$ cat src/rtl/cell_fault_comparator.sv
module cell_fault_comparator #(
  parameter int NCELL = 12,
  parameter int NTEMP = 2,
  parameter int MVW   = 13,
  parameter int CHW   = 4
) (
  input  logic                   clk,
  input  logic                   rst_n,
  input  logic                   rd_valid,
  input  logic [CHW-1:0]         rd_chan,
  input  logic [MVW-1:0]         rd_mv,
  input  logic [1:0]             ov_hi_sel,
  input  logic [1:0]             ov_lo_sel,
  input  logic [1:0]             uv_hi_sel,
  input  logic [1:0]             uv_lo_sel,
  input  logic [1:0]             hyst_sel,
  input  logic [1:0]             cc_hi_sel,
  input  logic [1:0]             cc_lo_sel,
  input  logic [MVW-1:0]         vref_mv,
  output logic [NCELL+NTEMP-1:0] uv_flag,
  output logic [NCELL-1:0]       ov_flag,
  output logic                   stack_good
);
  localparam int NCH  = NCELL + NTEMP;
  localparam int LAST = NCH - 1;
  localparam int TW   = MVW + 1;

  function automatic int digit(input logic [1:0] code);
    case (code)
      2'b01:   return 1;
      2'b00:   return 2;
      default: return 0;
    endcase
  endfunction

  function automatic logic [3:0] tidx(input logic [1:0] hi, input logic [1:0] lo);
    return 4'(3 * digit(hi) + digit(lo));
  endfunction

  function automatic logic [TW-1:0] ov_table(input logic [3:0] i);
    case (i)
      4'd0:    return TW'(4498);
      4'd1:    return TW'(4403);
      4'd2:    return TW'(4307);
      4'd3:    return TW'(4211);
      4'd4:    return TW'(4116);
      4'd5:    return TW'(4020);
      4'd6:    return TW'(3924);
      4'd7:    return TW'(3828);
      default: return TW'(3733);
    endcase
  endfunction

  function automatic logic [TW-1:0] uv_table(input logic [3:0] i);
    case (i)
      4'd0:    return TW'(2871);
      4'd1:    return TW'(2680);
      4'd2:    return TW'(2489);
      4'd3:    return TW'(2297);
      4'd4:    return TW'(2106);
      4'd5:    return TW'(1914);
      4'd6:    return TW'(1723);
      4'd7:    return TW'(1531);
      default: return TW'(766);
    endcase
  endfunction

  logic [3:0]    ov_idx, uv_idx, cc_idx;
  logic [TW-1:0] ov_thr, uv_thr, tmp_thr, ov_band, uv_band, rd_ext;
  logic [NCELL-1:0] cell_mask, ov_nx;
  logic [NCH-1:0]   uv_nx;
  int               cell_cnt;

  assign ov_idx  = tidx(ov_hi_sel, ov_lo_sel);
  assign uv_idx  = tidx(uv_hi_sel, uv_lo_sel);
  assign cc_idx  = tidx(cc_hi_sel, cc_lo_sel);
  assign ov_thr  = ov_table(ov_idx);
  assign uv_thr  = uv_table(uv_idx);
  assign tmp_thr = TW'(vref_mv >> 1);
  assign rd_ext  = TW'(rd_mv);
  assign cell_cnt = 12 - int'(cc_idx);

  always_comb begin
    case (digit(hyst_sel))
      0:       begin uv_band = TW'(500); ov_band = TW'(200); end
      1:       begin uv_band = TW'(250); ov_band = TW'(100); end
      default: begin uv_band = '0;       ov_band = '0;       end
    endcase
    if (uv_idx == 4'd8) uv_band = '0;
  end

  always_comb begin
    for (int c = 0; c < NCELL; c++) cell_mask[c] = (c < cell_cnt);
  end

  always_comb begin
    uv_nx = uv_flag;
    ov_nx = ov_flag;
    if (rd_valid) begin
      for (int c = 0; c < NCH; c++) begin
        if (rd_chan == CHW'(c)) begin
          if (c < NCELL) begin
            uv_nx[c] = uv_flag[c] ? (rd_ext <= uv_thr + uv_band) : (rd_ext < uv_thr);
            ov_nx[c] = ov_flag[c] ? (rd_ext >= ov_thr - ov_band) : (rd_ext > ov_thr);
          end else begin
            uv_nx[c] = rd_ext < tmp_thr;
          end
        end
      end
    end
  end

  wire pass_end = rd_valid && (rd_chan == CHW'(LAST));
  wire any_fault = |(uv_nx & {{NTEMP{1'b1}}, cell_mask}) || |(ov_nx & cell_mask);

  always_ff @(posedge clk or negedge rst_n) begin
    if (!rst_n) begin
      uv_flag    <= '0;
      ov_flag    <= '0;
      stack_good <= 1'b1;
    end else begin
      uv_flag <= uv_nx;
      ov_flag <= ov_nx;
      if (pass_end) stack_good <= !any_fault;
    end
  end
endmodule

$ cat config.mk
export PLATFORM = sky130hd
export DESIGN_NAME = cell_fault_comparator
export DESIGN_NICKNAME = d
export VERILOG_FILES = /design/src/rtl/cell_fault_comparator.sv
export SDC_FILE = /design/constraint.sdc
export NUM_CORES = 1
export LEC_CHECK = 0
export BUFFER_PORTS_ARGS = -buffer_cell sky130_fd_sc_hd__buf_2
export CAP_MARGIN = 20
export CORE_AREA = 2 2 101 103
export DETAILED_ROUTE_END_ITERATION = 8
export DIE_AREA = 0 0 103 105
export PLACE_DENSITY = 0.73
export SYNTH_ARGS = -nofsm -noshare
export SYNTH_HDL_FRONTEND = slang
export SYNTH_SLANG_ARGS = --single-unit
export TNS_END_PERCENT = 100
$ cat constraint.sdc
create_clock -name clk -period 3.9 [get_ports clk]
set_clock_uncertainty 0.2 [all_clocks]
set_input_delay 0.195 -clock clk [delete_from_list [all_inputs] [get_ports clk]]
set_output_delay 0.195 -clock clk [all_outputs]
set_load 0.02 [all_outputs]
=== Word-level counts from Yosys, hierarchy flattened ===
Memory sizes are Yosys's and may differ from the RTL's.
Cells that the tools add are included.

* Register bits: 27
* ROM bits: 168
* Bits of input ports: 47
* Output and inout port bits: 27
* Word-level logic and storage cells: 133
* Memories kept: 2

* $add $sub $neg: 6
* $mul: 3
* $lt $le $gt $ge: 17
* Eq/ne operators: 22
* Muxes and demuxes: 64
* Bitwise logic cells: 2
* Reduce and logical (&&, ||, !) cells: 14

{| class="wikitable"
|+ Memories
! memory !! words !! bits a word !! rd ports !! clocked after Yosys merged registers in !! write ports !! line !! source
|-
| (name not given) || 8 || 11 || 1 || 0 || 0 || 41 || <nowiki>case (i)</nowiki>
|-
| (name not given) || 8 || 10 || 1 || 0 || 0 || 55 || <nowiki>case (i)</nowiki>
|}

{| class="wikitable"
|+ Operators with widths
! kind !! number
|-
| 2-to-1 mux 14 bit || 4
|-
| 2-to-1 mux 1 bit || 50
|-
| equality test 32 x 1 -> 1 bit, second input constant || 1
|-
| zero test 32 bit || 1
|-
| equality test 4 bit, second input constant || 7
|-
| one-hot mux 2 bit (2 select lines) || 7
|-
| < comparator 4 x 5 -> 1 bit, first input constant || 4
|-
| < comparator 5 bit, first input constant || 4
|-
| one-hot mux 9 bit (2 select lines) || 1
|-
| equality test 4 x 3 -> 1 bit, second input constant || 4
|-
| one-hot mux 8 bit (2 select lines) || 1
|-
| adder 14 bit || 1
|-
| AND 14 bit || 1
|-
| equality test 2 x 1 -> 1 bit, second input constant || 7
|-
| greater-or-equal comparator 13 x 14 -> 1 bit || 1
|-
| greater-than comparator 13 x 14 -> 1 bit || 1
|-
| less-or-equal comparator 13 x 14 -> 1 bit || 1
|-
| zero test 2 bit || 7
|-
| < comparator 13 x 14 -> 1 bit || 1
|-
| OR reduction 14 bit || 1
|-
| subtractor 14 bit || 1
|-
| < comparator 13 x 12 -> 1 bit || 1
|-
| adder 4 bit || 3
|-
| AND 12 bit || 1
|-
| other kinds (13) || 17
|}

=== Depth between registers and ports, before layout ===
Gate-level depths: netlist of the first run.

* Depth in word-level cells: 15
* Gate-level depth with buffers: 24
* Gate-level depth less buffers: 23

=== Least setup slack after synthesis of the first run ===
Ideal clock, no wire load.

* Kind: input to register
* Start: input uv_lo_sel[1]
* End: register stack_good
* Setup time: 87 ps
* Data arrival time: 5037 ps
* Data required time: 3613 ps
* Setup slack: -1424 ps
* Cell stages on the path: 22
* Path buffers: 2
* Cells stage by stage: nor2_1 -> ha_1 -> ha_1 -> fa_1 -> buf_4 -> nand3b_1 -> and2_1 -> ha_1 -> nand2_1 -> o21ai_1 -> a221oi_1 -> or4_1 -> a31o_2 -> ha_1 -> a21o_1 -> a221oi_1 -> or4b_1 -> and2_1 -> buf_2 -> o2bb2ai_1 -> a21oi_1 -> o41ai_2

* Longest elaborated chain between the ends: 14
* Elaborated cells on any way between the ends: 40
* Classes of those cells: 2 x add/sub; 2 x order compare; 2 x eq/ne; 28 x mux; 1 x bitwise; 4 x reduce/logical; 1 x memory

{| class="wikitable"
|+ Ends and longest elaborated chain
! element !! line !! source
|-
| start: declaration || 15 || <nowiki>input logic [1:0] uv_lo_sel,</nowiki>
|-
| equality test 2 x 1 -> 1 bit or zero test 2 bit (tied branches) || 29 || <nowiki>case (code)</nowiki>
|-
| one-hot mux 2 bit (2 select lines) (*) || 29 ||
|-
| adder 4 bit (*) || 37 || <nowiki>return 4'(3 * digit(hi) + digit(lo));</nowiki>
|-
| memory (8 x 10 bit) or equality test 4 bit (tied branches) || -- ||
|-
| 2-to-1 mux 14 bit (on tied branches) || 55, 89 ||
|-
| adder 14 bit || 103 || <nowiki>uv_nx[c] = uv_flag[c] ? (rd_ext <= uv_thr + uv_band) : (rd_ext < uv_thr);</nowiki>
|-
| less-or-equal comparator 13 x 14 -> 1 bit || 103 ||
|-
| 2-to-1 mux 1 bit || 103 ||
|-
| 2-to-1 mux 1 bit || 101 || <nowiki>if (rd_chan == CHW'(c)) begin</nowiki>
|-
| 2-to-1 mux 14 bit (*) || 99 || <nowiki>if (rd_valid) begin</nowiki>
|-
| AND 14 bit (*) || 114 || <nowiki>wire any_fault = |(uv_nx & {{NTEMP{1'b1}}, cell_mask}) || |(ov_nx & cell_mask);</nowiki>
|-
| OR reduction 14 bit (*) || 114 ||
|-
| logical OR 1 bit (*) || 114 ||
|-
| zero test 1 bit (*) || 124 || <nowiki>if (pass_end) stack_good <= !any_fault;</nowiki>
|-
| end signal: assignment || 124 ||
|-
| end: declaration || 22 || <nowiki>output logic stack_good</nowiki>
|}

Every way passes the cells marked *; elsewhere a longest branch is shown, timed or not.
A chain may end at the register's enable or synchronous reset.

=== Worst setup path in the final report of the first run ===
* Start: input uv_lo_sel[0]
* End: register stack_good

Same word-level chain as after synthesis.

==> results.cfg, run 1 <==
[sta]
worst_slew_pin_slew_ns = 0.7346
post-route-period-util_pct = 122.5
slew_violations = 0
relSlewSlack_pct = 50.40
setup_ws_ns = -0.8767
fin_crit_ns = 4.777
setup_viol = 25
clock.fmax_ghz = 0.2093
tns_ns = -14.56
timing.final.hold_violations = 0
rsz0062_at_grt = yes

[outcome]
status = finished, violations left
failed_checks = negative setup slack

[power_and_ir_drop]
powerDensity_nw_per_um2 = 413.6
leakagePower_nw = 2.928
max-vdd-ir-drop_mv = 0.2068

[synthesis]
ys_async_sr_fraction_pct = 100.0
syn_inst = 553
yosys_register_bits = 27
yosysMostFrequentCell = ha_1
synthDistinctLibCells = 64
synth_largest_area_cell = ha_1
seq_area_frac_synth_pct = 15.78
yosysWarnings = 0
synth_edf_count = 0
synth_area_leaders = ha_1, dfrtp_1, inv_1, a21oi_1, nor2_1
yosys.area.top_type_share_pct = 22.46
syn-cell-area_sq_um = 4290
synth_fp_nets = 683
avgSynthCellArea_sq_um = 7.758
synth_ff_type = dfrtp_1
synth_common_cells = ha_1, inv_1, nor2_1, a21oi_1, nand2_1

[layout]
area.sequential_sq_um = 676.9
nNetsFinal = 840
fin_util_pct = 63.29
diodes = 0
fill_cells = 841
fin_cells = 842
layout-drive-gt1-share_pct = 37.66
area_growth_pct = 42.20
multiInputGateArea_sq_um = 3827

[placed_design]
dp.cells = 825
numPortBuffers = 72
dp_hpwl_um = 11210
place_congestion = 0.9390

[clock_network]
cts_max_level = 1
cts.sinks = 27
clkLatencyLatePin_ns = 0.28
clockBufferDepth = 2
root_buffer = clkbuf_8
clk_pin_slew_ns = 0.09
cts_tree = built
cts_buffers = 3

[setup_path]
cp.arrival_ns = 4.78
cp_slowest_stage_delay_ns = 0.57
crit_buf_inv = 1
path_delay_family = simple AND/OR/NAND/NOR gates
worstPathMaxFanout = 5
crit_path_end_kind = flop
cp-start-kind = input port
critPathKind = input port to flop
required_ns = 3.90
crit_chain = buf_8, nor2_4, ha_4, ha_4, fa_2, nand3b_1, and2_4, ha_4, and2_4, o31ai_4, o211ai_1, a311o_1, nand3_2, a31oi_4, xnor2_2, ha_1, and3_4, a221oi_4, or4b_4, and2_4, a2bb2oi_2, o221ai_2, o41ai_2
cpMaxStageDelayCell = fa_2

[global_routing]
grt_usage_pct = 25.87
grt_max_degree = 28
overflow = 0
grt_pass1_vias = 4826
antenna_found_initial = 0
grt_pass1_wl_um = 22710

[detailed_routing]
drt-initial-drc-count = 287
drcViolationCount = 0
ant_nets = 0
num_vias = 4864
wl_um = 14320
wire_per_inst_um = 17.01
dr.pass1.iters = 6
drt-vias-per-instance = 5.777

[floorplan]
initial_utilization_pct = 44.51
die_x_um = 103
core-area_sq_um = 9639
fp.dieArea_sq_um = 10820
io_pins = 74
die_height_um = 105
row_count = 36

[job]
maxCapViolCount = 0

[min_path]
hold_class = input port to flop
==> repair_timing <==
item	in CTS	in global routing
pin swaps	39	31
buffers inserted	6	10
endpoints found under the hold margin	26	0
gates resized for setup	35	43
hold buffers	1	0
setup endpoints to repair	25	25
==> flip-flops by register name (all words and copies together) (netlist names) <==
signal and count:
uv_flag 14, ov_flag 12, stack_good 1
==> cell usage in the layout (no fill, tap or decap), types with 4 or more instances in the layout <==
cell type / instances
xor2_1: 5
or2_2: 9
o21ai_1: 4
o21ai_0: 18
nand3b_1: 5
nand2b_1: 13
nor3_1: 15
buf_6: 11
o21ai_2: 7
a22oi_1: 4
nand2_1: 32
nor2_4: 4
ha_4: 10
fa_1: 4
xnor2_1: 7
buf_2: 67
ha_1: 64
o211ai_1: 6
and3_1: 5
nor2_1: 42
nand4_1: 8
a21oi_1: 30
dfrtp_1: 26
inv_1: 54
buf_4: 90
a31oi_2: 4
o31ai_1: 7
a21o_1: 10
a211oi_1: 8
a21oi_2: 6
inv_2: 6
a31oi_4: 4
nand3_1: 13
a31oi_1: 9
nor2b_1: 13
==> layout make-up <==
class / instances / share of cell area, %
multi-input cells: 448 / 62.74
repair buffers: 170 / 19.01
flip-flops and latches: 27 / 11.10
inverters: 60 / 3.692
well taps: 133 / 2.728
clock buffers: 4 / 0.7383
==> path summary, 6_finish.rpt <==
kind | depth (start not counted) | end | startpoint | slack (ns)
min in group asynchronous | 2 | uv_flag[4]$_DFF_PN0_ | rst_n | 0.26
setup / recovery | 23 | stack_good$_DFFE_PN1P_ | uv_lo_sel[0] | -0.88
hold reg to reg | 1 | uv_flag[13]$_DFF_PN0_ | uv_flag[13]$_DFF_PN0_ | 0.31
setup reg to reg | 5 | stack_good$_DFFE_PN1P_ | uv_flag[11]$_DFF_PN0_ | 1.82
max in group asynchronous | 2 | uv_flag[3]$_DFF_PN0_ | rst_n | 2.84
hold / removal | 3 | ov_flag[11]$_DFF_PN0_ | rd_chan[0] | 0.16
==> power breakdown <==
part / switching (mW) / total (mW) / internal [mW]
sequential: 0.147 / 0.533 / 0.386
clock: 0.0899 / 0.163 / 0.0734
combinational: 0.988 / 1.83 / 0.839
==> cell families after synthesis <==
kind of cell    Yosys count  share of synthesized area [%]
compound gates          160                          24.82
xor+xnor                 14                          2.858
fa+ha+maj                83                          25.26
mux                       6                          1.487
simple gates            185                          22.51
buf+inv                  78                          7.291
flops                    27                          15.78
==> through the flow <==
step	setup WS (ns)	hold slack [ns]	power, mW	instance area, sq um
3_5_place_dp	-1.307	0.04223	2.010	5525
4_1_cts	-0.8308	0.1299	2.288	5794
6_report	-0.8767	0.1629	2.523	6101
2_1_floorplan	-1.068	-0.3006	1.443	4467
5_1_grt	-1.035	0.1814	2.704	6101
3_3_place_gp	-1.179	0.02448	1.956	5525
==> worst min-delay path, cell delays in order <==
cell and delay (ns):
buf_2 0.17, nand3_1 0.15, o31ai_1 0.08
==> routing by layer <==
layer | GRT usage (%) | wire, um
met3 | 3.344 | 906
met2 | 43.60 | 7050
met1 | 35.04 | 6030
met4 | 5.451 | 333
met5 | 0 | 0
No activity file was read; power rests on OpenSTA's default activity.
==> inputs of run 2 (changes only) <==
--- a/config.mk
+++ b/config.mk
@@ -7,10 +7,10 @@
 export LEC_CHECK = 0
 export BUFFER_PORTS_ARGS = -buffer_cell sky130_fd_sc_hd__buf_2
 export CAP_MARGIN = 20
-export CORE_AREA = 2 2 101 103
+export CORE_AREA = 2 2 96 98
 export DETAILED_ROUTE_END_ITERATION = 8
-export DIE_AREA = 0 0 103 105
-export PLACE_DENSITY = 0.73
+export DIE_AREA = 0 0 98 100
+export PLACE_DENSITY = 0.79
 export SYNTH_ARGS = -nofsm -noshare
 export SYNTH_HDL_FRONTEND = slang
 export SYNTH_SLANG_ARGS = --single-unit
==> results.cfg, run 2 (synthesized netlist as in run 1, its figures left out) <==
[outcome]
status = finished, violations left
failed_checks = negative setup slack

[placed_design]
numPortBuffers = 72
dp_hpwl_um = 10660
placed_area_sq_um = 5580
dp_slack_ns = -1.353
place_congestion = 0.9359

[layout]
final_cell_mix = buf_4, buf_2, ha_1, inv_1, nor2_1
layout-drive-gt1-share_pct = 37.85
area_growth_pct = 41.94
nNetsFinal = 847
largest_reg_flops = 14
diodes = 0
top_regs = uv_flag (14), ov_flag (12), stack_good (1)
fin_util_pct = 68.50
fill_cells = 682
fin_area_sq_um = 6090
top_register = uv_flag
final_common_cell = buf_4

[detailed_routing]
num_vias = 4838
drcViolationCount = 0
dr.pass1.iters = 5
drt-initial-drc-count = 210
wl_um = 13870
wire_per_inst_um = 16.78
ant_nets = 0
drt-vias-per-instance = 5.850

[power_and_ir_drop]
max-vdd-ir-drop_mv = 0.4049
finalPower_mw = 2.501
powerDensity_nw_per_um2 = 410.8
leakagePower_nw = 2.939

[clock_network]
cts_max_level = 1
clk_pin_slew_ns = 0.09
cts.sinks = 27
clockBufferDepth = 2
cts_tree = built
cts_buffers = 3
clkLatencyLatePin_ns = 0.27
root_buffer = clkbuf_8

[global_routing]
grt_pass1_vias = 4747
antenna_found_initial = 0
overflow = 0
busiest_layer = met2
grt_pass1_wl_um = 21450
grt_use_met1_pct = 33.41
grt_use_met2_pct = 48.10
grt_max_degree = 28
grt_usage_pct = 26.48
grt_use_met3_pct = 1.532

[floorplan]
initial_utilization_pct = 48.26
fp.dieArea_sq_um = 9800
core-area_sq_um = 8890
io_pins = 74
die_x_um = 98
die_height_um = 100
row_count = 35

[setup_path]
cp_slowest_stage_delay_ns = 0.52
critPathKind = input port to flop
cp-start-kind = input port
worstPathMaxFanout = 4
crit_path_end_kind = flop
path_delay_family = simple AND/OR/NAND/NOR gates
required_ns = 3.90
crit_buf_inv = 1
cp.arrival_ns = 4.88
cpMaxStageDelayCell = or4b_4
crit_chain = buf_6, nor2_4, ha_4, ha_4, fa_2, nand3b_1, and2_4, ha_4, and2_4, o31ai_4, o211ai_1, a311o_1, nand3_2, a31oi_4, xnor2_1, ha_1, and3_4, a221oi_4, or4b_4, and2_4, a2bb2oi_2, o221ai_2, o41ai_2

[sta]
slew_violations = 0
tns_ns = -15.19
rsz0062_at_grt = yes
relSlewSlack_pct = 55.46
post-route-period-util_pct = 125.1
clock.fmax_ghz = 0.2050
worst_slew_pin_slew_ns = 0.6630
setup_viol = 25
setup_ws_ns = -0.9786
fin_crit_ns = 4.879
timing.final.hold_violations = 0

[min_path]
hold_class = input port to flop

[job]
maxCapViolCount = 0
## run 2: cell types whose count changed in the layout (fill, tap and decap cells not counted), sizes merged
cell | before | now
buf | 169 | 176
## run 2: area by class of cell
cell class / instances / area [sq um] / share of cell area (%)
sequential: 27 / 676.9 / 11.12
tap: 111 / 138.9 / 2.281
timing repair buffer: 177 / 1210 / 19.87
clock buffer: 4 / 45.04 / 0.7397
multi-input combinational: 448 / 3794 / 62.30
inverter: 60 / 225.2 / 3.698
## run 2: stage by stage
stage / cells / hold WS, ns
after detailed placement: 814 / 0.04172
final: 827 / 0.1672
after global placement: 814 / 0.02202
after global routing: 827 / 0.2102
after floorplan: 553 / -0.3006
after CTS: 821 / 0.1307
## run 2: worst paths after layout
check / cells after the start / slack, ns / from / endpoint
worst max register to register: 6 / 1.77 / uv_flag[3]$_DFF_PN0_ / stack_good$_DFFE_PN1P_
worst min register to register: 2 / 0.31 / stack_good$_DFFE_PN1P_ / stack_good$_DFFE_PN1P_
worst max-delay path: 23 / -0.98 / uv_lo_sel[0] / stack_good$_DFFE_PN1P_
min in group asynchronous: 2 / 0.26 / rst_n / uv_flag[1]$_DFF_PN0_
worst min-delay path: 3 / 0.17 / rd_chan[0] / ov_flag[11]$_DFF_PN0_
max in group asynchronous: 2 / 2.84 / rst_n / uv_flag[6]$_DFF_PN0_
## run 2: report_power, final
part           leakage [nW]  switching [mW]  internal, mW
clock                0.0228          0.0851        0.0732
sequential            0.334           0.155         0.386
combinational          2.58           0.971         0.831
## run 2: worst min-delay path, stage by stage
cell and delay, ns:
buf_2 0.17, nand3_1 0.15, o31ai_1 0.09
## run 2: metal layers
metal	share of wire (%)	wire (um)	vias to the layer above
li1	-	-	2340
met1	40	5581	2254
met2	51	7052	204
met3	5.8	802	40
met4	3.2	438	0
met5	0	0	-
## run 2: repair_timing
item,CTS,global route
pin swaps,40,27
hold buffers,1,0
endpoints found under the hold margin,26,0
endpoints found under the setup margin,25,25
setup buffers,5,9
resized for setup,29,43
==> inputs of run 3 (changes only) <==
--- a/config.mk
+++ b/config.mk
@@ -7,10 +7,10 @@
 export LEC_CHECK = 0
 export BUFFER_PORTS_ARGS = -buffer_cell sky130_fd_sc_hd__buf_2
 export CAP_MARGIN = 20
-export CORE_AREA = 2 2 96 98
+export CORE_AREA = 2 2 88 90
 export DETAILED_ROUTE_END_ITERATION = 8
-export DIE_AREA = 0 0 98 100
-export PLACE_DENSITY = 0.79
+export DIE_AREA = 0 0 90 92
+export PLACE_DENSITY = 0.91
 export SYNTH_ARGS = -nofsm -noshare
 export SYNTH_HDL_FRONTEND = slang
 export SYNTH_SLANG_ARGS = --single-unit
==> results.cfg, run 3 (synthesized netlist as in run 1, its figures left out) <==
[outcome]
status = finished, violations left
failed_checks = negative setup slack

[floorplan]
die_height_um = 92
io_pins = 74
initial_utilization_pct = 57.61
die_x_um = 90
fp.dieArea_sq_um = 8280
core-area_sq_um = 7447
row_count = 32

[placed_design]
place_congestion = 0.9829
numPortBuffers = 72
dp_hpwl_um = 11960
dp_slack_ns = -1.310

[setup_path]
path_depth = 23
cp-start-kind = input port
worstPathMaxFanout = 4
crit_buf_inv = 1
cpMaxStageDelayCell = fa_2
cp_slowest_stage_delay_ns = 0.58
crit_chain = buf_8, nor2_4, ha_4, ha_4, fa_2, nand3b_1, and2_4, ha_4, and2_4, o31ai_4, o211ai_1, a311o_1, nand3_2, a31oi_4, xnor2_1, ha_1, and3_4, a221oi_4, or4b_4, and2_4, a2bb2oi_2, o221ai_2, o41ai_2
critPathKind = input port to flop
reg2regPathDepth = 5
cp.arrival_ns = 4.83
required_ns = 3.93
crit_path_end_kind = flop
path_delay_family = simple AND/OR/NAND/NOR gates

[layout]
top_register = uv_flag
area.sequential_sq_um = 676.9
top_regs = uv_flag (14), ov_flag (12), stack_good (1)
layout-drive-gt1-share_pct = 39.94
diodes = 0
largest_reg_flops = 14
final_cell_mix = buf_4, buf_2, ha_1, inv_1, nor2_1
nNetsFinal = 852
fill_cells = 437
fin_util_pct = 83.15
final_common_cell = buf_4
area_growth_pct = 44.33
multiInputGateArea_sq_um = 3857

[sta]
worst_slew_pin_slew_ns = 0.8279
setup_ws_ns = -0.8958
fin_crit_ns = 4.796
hold_slack_ns = 0.1611
setup_viol = 25
timing.final.hold_violations = 0
post-route-period-util_pct = 123.0
rsz0062_at_grt = yes
slew_violations = 0
clock.fmax_ghz = 0.2085
relSlewSlack_pct = 44.11

[global_routing]
grt_pass1_wl_um = 24910
overflow = 0
grt_pass1_vias = 5246
grt_usage_pct = 37.16
grt_max_degree = 28
antenna_found_initial = 0

[min_path]
hold_depth = 3
hold_class = input port to flop

[detailed_routing]
dr.pass1.iters = 8
wl_um = 17520
num_vias = 5423
wire_per_inst_um = 21.28
drt-initial-drc-count = 516
ant_nets = 0
drt-vias-per-instance = 6.589
drcViolationCount = 0

[clock_network]
cts_tree = built
clkLatencyLatePin_ns = 0.29
root_buffer = clkbuf_8
clk_pin_slew_ns = 0.11
cts.sinks = 27
cts_buffers = 3
clockBufferDepth = 2
cts_max_level = 1

[power_and_ir_drop]
leakagePower_nw = 2.982
powerDensity_nw_per_um2 = 437.0
finalPower_mw = 2.706
max-vdd-ir-drop_mv = 0.3311

[job]
maxCapViolCount = 0
-- run 3: path summary, 6_finish.rpt --
kind / from / end / slack (ns)
max in group asynchronous: rst_n / uv_flag[0]$_DFF_PN0_ / 2.79
max: uv_lo_sel[0] / stack_good$_DFFE_PN1P_ / -0.90
min: rd_chan[0] / ov_flag[3]$_DFF_PN0_ / 0.16
max reg2reg: uv_flag[11]$_DFF_PN0_ / stack_good$_DFFE_PN1P_ / 1.79
min in group asynchronous: rst_n / uv_flag[9]$_DFF_PN0_ / 0.28
min reg2reg: stack_good$_DFFE_PN1P_ / stack_good$_DFFE_PN1P_ / 0.31
-- run 3: cell type report --
type,instances,area share (%)
clock buffer,3,0.6668
inverter,60,3.637
timing repair buffer,182,20.33
clock inverter,1,0.08082
sequential,27,10.93
tap,102,2.061
multi-input combinational,448,62.30
-- run 3: what timing repair did --
item	4_1_cts	5_1_grt
gates resized for setup	45	44
endpoints found under the setup margin	25	25
endpoints found under the hold margin	26	0
buffers inserted	9	12
pin swaps	40	31
hold buffers	1	0
-- run 3: worst reg2reg max path: stages, from the launching register on --
cell	delay, ns
dfrtp_1	0.44
o211a_1	0.25
a2111o_1	0.39
and4bb_1	0.29
nand4_1	0.14
o41ai_2	0.32
-- run 3: per-stage QoR --
step                std cells  area, sq um  setup TNS, ns
detailed placement        802         5547         -24.00
CTS                       814         5841         -13.15
global route              823         6192         -19.50
floorplan                 553         4467         -13.72
finish                    823         6192         -16.19
global placement          802         5547         -19.05
-- run 3: per-layer routing --
metal | track usage (%) | share of wire (%) | up-vias
met5 | 0 | 0 | -
li1 | - | - | 2354
met3 | 7.067 | 9.7 | 153
met4 | 17.82 | 8.2 | 0
met1 | 42.81 | 35 | 2505
met2 | 66.29 | 47 | 411
-- run 3: report_power, final --
| part | total, mW | leakage, nW | switching (mW) | internal (mW) |
|---|---|---|---|---|
| registers | 0.550 | 0.334 | 0.164 | 0.386 |
| clock network | 0.174 | 0.0255 | 0.102 | 0.0722 |
| logic | 1.98 | 2.62 | 1.09 | 0.895 |
